[config.mk]
export PLATFORM = sky130hd
export DESIGN_NAME = gfx_aperture_cfg
export DESIGN_NICKNAME = d
export VERILOG_FILES = /design/src/rtl/gfx_aperture_cfg.sv
export SDC_FILE = /design/constraint.sdc
export NUM_CORES = 1
export LEC_CHECK = 0
export CORE_UTILIZATION = 44
export DETAILED_ROUTE_END_ITERATION = 6
export GPL_TIMING_DRIVEN = 0
export PLACE_DENSITY = 0.88
export SYNTH_ARGS = -nofsm -noshare
export SYNTH_HDL_FRONTEND = slang
export SYNTH_SLANG_ARGS = --single-unit
[constraint.sdc]
create_clock -name clk -period 9.11 [get_ports clk]
set_clock_uncertainty 0.2 [all_clocks]
set_input_delay 2.733 -clock clk [delete_from_list [all_inputs] [get_ports clk]]
set_output_delay 2.733 -clock clk [all_outputs]
set_load 0.02 [all_outputs]
[src/rtl/gfx_aperture_cfg.sv]
module gfx_aperture_cfg #(
  parameter int AW      = 32,
  parameter int MIN_LOG = 22,
  parameter int NCODE   = 7
) (
  input  logic          clk,
  input  logic          rst_n,
  input  logic          cfg_wr,
  input  logic [7:0]    cfg_addr,
  input  logic [7:0]    cfg_wdata,
  output logic [7:0]    cfg_rdata,
  output logic [AW-1:0] win_base,
  output logic [AW-1:0] win_size,
  output logic          win_flag,
  output logic [AW-1:0] tbl_base,
  input  logic [AW-1:0] probe_addr,
  output logic          probe_hit
);
  localparam int BW = AW - MIN_LOG;

  logic [BW-1:0] base_q, base_n;
  logic [7:0]    ctrl_q, ctrl_n;
  logic [7:0]    t1_q, t2_q, t3_q;
  logic          grp_wr;

  function automatic logic [BW-1:0] amask(input logic [2:0] code);
    if (int'(code) >= NCODE) return '1;
    return {BW{1'b1}} << code;
  endfunction

  assign grp_wr = cfg_wr && (cfg_addr == 8'h12 || cfg_addr == 8'h13 ||
                             cfg_addr == 8'h91 || cfg_addr == 8'h92 ||
                             cfg_addr == 8'h93 || cfg_addr == 8'h94);

  always_comb begin
    base_n = base_q;
    ctrl_n = ctrl_q;
    if (cfg_wr && cfg_addr == 8'h12) base_n[1:0]  = cfg_wdata[7:6];
    if (cfg_wr && cfg_addr == 8'h13) base_n[BW-1:2] = cfg_wdata[BW-3:0];
    if (cfg_wr && cfg_addr == 8'h94) ctrl_n = cfg_wdata & 8'h7f;
  end

  always_ff @(posedge clk) begin
    if (!rst_n) begin
      base_q <= '0;
      ctrl_q <= '0;
      t1_q   <= '0;
      t2_q   <= '0;
      t3_q   <= '0;
    end else begin
      if (grp_wr) begin
        base_q <= base_n & amask(ctrl_n[6:4]);
        ctrl_q <= ctrl_n;
      end
      if (cfg_wr && cfg_addr == 8'h91) t1_q <= cfg_wdata;
      if (cfg_wr && cfg_addr == 8'h92) t2_q <= cfg_wdata;
      if (cfg_wr && cfg_addr == 8'h93) t3_q <= cfg_wdata;
    end
  end

  always_comb begin
    case (cfg_addr)
      8'h12:   cfg_rdata = {base_q[1:0], 6'b0};
      8'h13:   cfg_rdata = base_q[BW-1:2];
      8'h91:   cfg_rdata = t1_q;
      8'h92:   cfg_rdata = t2_q;
      8'h93:   cfg_rdata = t3_q;
      8'h94:   cfg_rdata = ctrl_q;
      default: cfg_rdata = 8'h00;
    endcase
  end

  assign win_base  = {base_q, {MIN_LOG{1'b0}}};
  assign win_size  = (int'(ctrl_q[6:4]) >= NCODE) ? '0
                   : (AW'(1) << (MIN_LOG + int'(ctrl_q[6:4])));
  assign win_flag  = ctrl_q[1];
  assign tbl_base  = ctrl_q[0] ? {t3_q, t2_q, t1_q, 8'h00} : '0;
  assign probe_hit = (int'(ctrl_q[6:4]) < NCODE) &&
                     ((probe_addr[AW-1:MIN_LOG] & amask(ctrl_q[6:4])) == base_q);


  align_chk: assert property (@(posedge clk) disable iff (!rst_n)
    (win_size != '0) |-> ((win_base & (win_size - AW'(1))) == '0));


  hit_needs_size_chk: assert property (@(posedge clk) disable iff (!rst_n)
    probe_hit |-> (win_size != '0));


  flag_follow_chk: assert property (@(posedge clk) disable iff (!rst_n)
    (cfg_wr && cfg_addr == 8'h94) |=> (win_flag == $past(cfg_wdata[1])));


  tbl_off_chk: assert property (@(posedge clk) disable iff (!rst_n)
    (cfg_wr && cfg_addr == 8'h94 && !cfg_wdata[0]) |=> (tbl_base == '0));


  quiet_chk: assert property (@(posedge clk) disable iff (!rst_n)
    (!grp_wr && $past(rst_n)) |=> ($stable(win_base) && $stable(win_size) && $stable(tbl_base)));
endmodule

==> results.md <==
- Status: completed
- DR vias/cell: around 5.0
- Yosys reg bits: approximately 40
- DRT antenna net count: 0
- Post-Syn Instances: 377
- Number of synthesized flops with an enable pin: 0
- Synth Area in Compound Gates: around 12%
- Fill cells: approximately 560
- Fraction of layout cells with a size suffix above 1: ~14%
- Min-Delay Path Class: flop to flop
- Final hold vios: 0
- Clk sinks: 41
- Final Util: around 64%
- Synth Area in Adders: under 10%
- Internal power: 266 uW
- Top-count cell post-synth: buf_4
- Critical path required time: roughly 6200 ps
- Crit path time final: between 8000 and 9000 ps
- Pin count of the biggest net entering global routing: 14
- I/O pins: 157
- Placer Congestion: a little under 0.9
- Startpoint Class: input pin
- DR pass1 iterations: 5
- Clk buf depth: 2
- Final HPWL DP: approximately 6.5 mm
- Most instantiated cells after synthesis: buf_4 (48), dfxtp_1 (41), nor2b_1 (37), nand2_1 (35), mux2i_1 (31)
- Period utilization: approximately nine tenths
- Mux contribution to synthesized area: about an eighth
- Mapped Area: about 3000 um^2
- Die Y: roughly 86 um
- Antenna violations before repair: 0
- Path type of the worst setup path: input pin to output pin
- Metal2 WL: 4.00 mm
- Starting DRC count in detailed routing: ~220
- CTS tree: yes
- CP max FO: 10
- Final setup fails: 0
- Yosys Warn Count: 0
- Vias: between 3000 and 4000
- Fin Setup TNS: 0 ps
- Post-CTS sizing: 0
- # Max-Cap Violations: 0
- DIE AREA: 7330 um^2
- Global route total overflow: 0
- Rel. slew slack: roughly three fifths
- Async set-reset flop share out of synthesis: 0%
- Sequential power share: 48.5%
- Total GRT Usage: a little under a quarter
- Share of the synthesized area in the top cell type: around a quarter
- RSZ-0062 raised after global routing: false
- Synth area leader: dfxtp_1
- Total leakage power: ~0.0019 uW
- IO buf count: 86
- Sw Pwr: approximately 100 uW
- Synth unique cells: 47
- Met3 wire length: between 700 and 800 um
- P&R area growth vs syn: 40.2%
- Metal-1 WL: between 3 and 4 mm
- XOR/XNOR Fraction of Synth Area: approximately 2.8%
- Post-CTS setup buffers: 0
- Max-slew violations: 0
- Simple-gate area share of the yosys netlist: 29.8%
- Pwr Density: about 86 nW/um^2
- Post-route insts no fill: approximately 610
- Peak supply drop: between 0.00005 and 0.00006 V
- Switching Fraction: roughly 28%
- Main combinational cell family by area after synthesis: simple AND/OR/NAND/NOR gates
- Starting density of the core: ~45%
- Net count, final: around 570
- CTS clk-pin slew, worst paths: approximately 80 ps
- Combinational share of power: 19.0%
- Final wirelength: between 8 and 9 mm
- Fmax: roughly 0.12 GHz
- Vias in the first global route: roughly 2800
- DR top layer: met4
- Synth area leaders: dfxtp_1 (27%), buf_4 (12%), mux2i_1 (10%), nor2b_1 (7.5%), and2_1 (5.5%)
- Drt wl/cell: 13.7 um
- Detailed-route DRC error count: 0
- CTS H-tree depth: 2
- Crit end category: output pin
- First-pass GRT wire length: 13.4 mm
- Worst-Skew Late Latency: around 300 ps
- Register area share after synthesis: a little over a quarter
- Dominant synthesized flop cell: dfxtp_1
- Placed cell count: between 600 and 700
- Ant diodes: 0
- Syn_area_per_cell: between 8 and 9 um^2
- CTS root buffer: clkbuf_8
- Clock power share: between 30% and 40%
- Post-cts hold buffer count: 0
- Num rows: 30
- Hold slack final: approximately 270 ps
- Worst path arrival time: between 5000 and 6000 ps
- Die width: 85.6 um
- Core area: slightly below 7000 um^2
- CTS Buf Count: 5
- Worst-Margin Slew: 566 ps
-- area by class of cell --
class / instances / area (um^2) / area share, %
sequential: 41 / 821 / 19.0
tap: 96 / 120 / 2.78
buffer: 70 / 465 / 10.8
inverter: 4 / 15.0 / 0.348
multi-input combinational: 307 / 1950 / 45.1
clock buffer: 6 / 72.6 / 1.68
timing repair buffer: 86 / 861 / 19.9
clock inverter: 2 / 15.0 / 0.348
-- metal layers --
| metal | global-route usage (%) | vias to the layer above |
|---|---|---|
| met2 | 38.2 | 154 |
| met3 | 5.10 | 17 |
| met1 | 28.7 | 1395 |
| met4 | 8.03 | 0 |
| li1 | - | 1480 |
| met5 | 0 | - |
-- worst paths after layout --
path / slack, ps / endpoint / startpoint / cells past startpoint
setup / recovery: 820 / cfg_rdata[0] / cfg_addr[7] / 8
hold / removal: 270 / ctrl_q[2]$_SDFFE_PN0P_ / ctrl_q[2]$_SDFFE_PN0P_ / 2
setup reg to reg: 7280 / base_q[4]$_SDFFE_PN0P_ / ctrl_q[5]$_SDFFE_PN0P_ / 6
hold reg to reg: 270 / ctrl_q[2]$_SDFFE_PN0P_ / ctrl_q[2]$_SDFFE_PN0P_ / 2
-- power groups by stage --
stage	combinational (uW)	sequential [uW]	clock [uW]
3_3_place_gp	68.0	184	0
5_1_grt	75.0	180	129
3_5_place_dp	68.8	184	0
2_1_floorplan	48.9	184	0
4_1_cts	69.0	180	121
6_report	70.3	180	120
-- stage by stage --
stage	power (uW)	area [um^2]	setup WS, ps
finish	370	4320	822
global route	383	4320	626
CTS	370	4320	837
detailed placement	253	4230	844
global placement	252	4230	886
floorplan	233	3250	1990
-- layout by cell type, fill, tap and decap left out, drive strengths merged, types with 5 or more instances in the layout --
cell type      count
a21boi             6
a21oi              8
a222oi             6
a22o               6
and2              28
and3               5
buf               52
clkbuf            24
clkdlybuf4s50     86
conb              46
dfxtp             41
mux2               6
mux2i             31
nand2             35
nand2b             8
nand3             11
nor2              11
nor2b             37
nor3               8
o21ai             12
xor2               6
-- worst max-delay path: stages --
cell and delay (ps):
clkdlybuf4s50_1 520, nor2b_1 140, clkbuf_1 350, and3_1 310
clkbuf_1 410, a222oi_1 210, nand2_1 90, clkdlybuf4s50_1 600
-- flip-flops by register name (all words and copies together), names as in the netlist, named ones only --
signal  count
base_q      7
ctrl_q      7
t1_q        8
t2_q        8
t3_q        8
-- cell families after synthesis --
| family | Yosys count |
|---|---|
| simple gates | 161 |
| buf+inv | 74 |
| compound gates | 50 |
| flops | 41 |
| mux | 37 |
| xor+xnor | 10 |
| fa+ha+maj | 3 |
| other cells | 1 |
No activity file was read; power rests on OpenSTA's default activity.
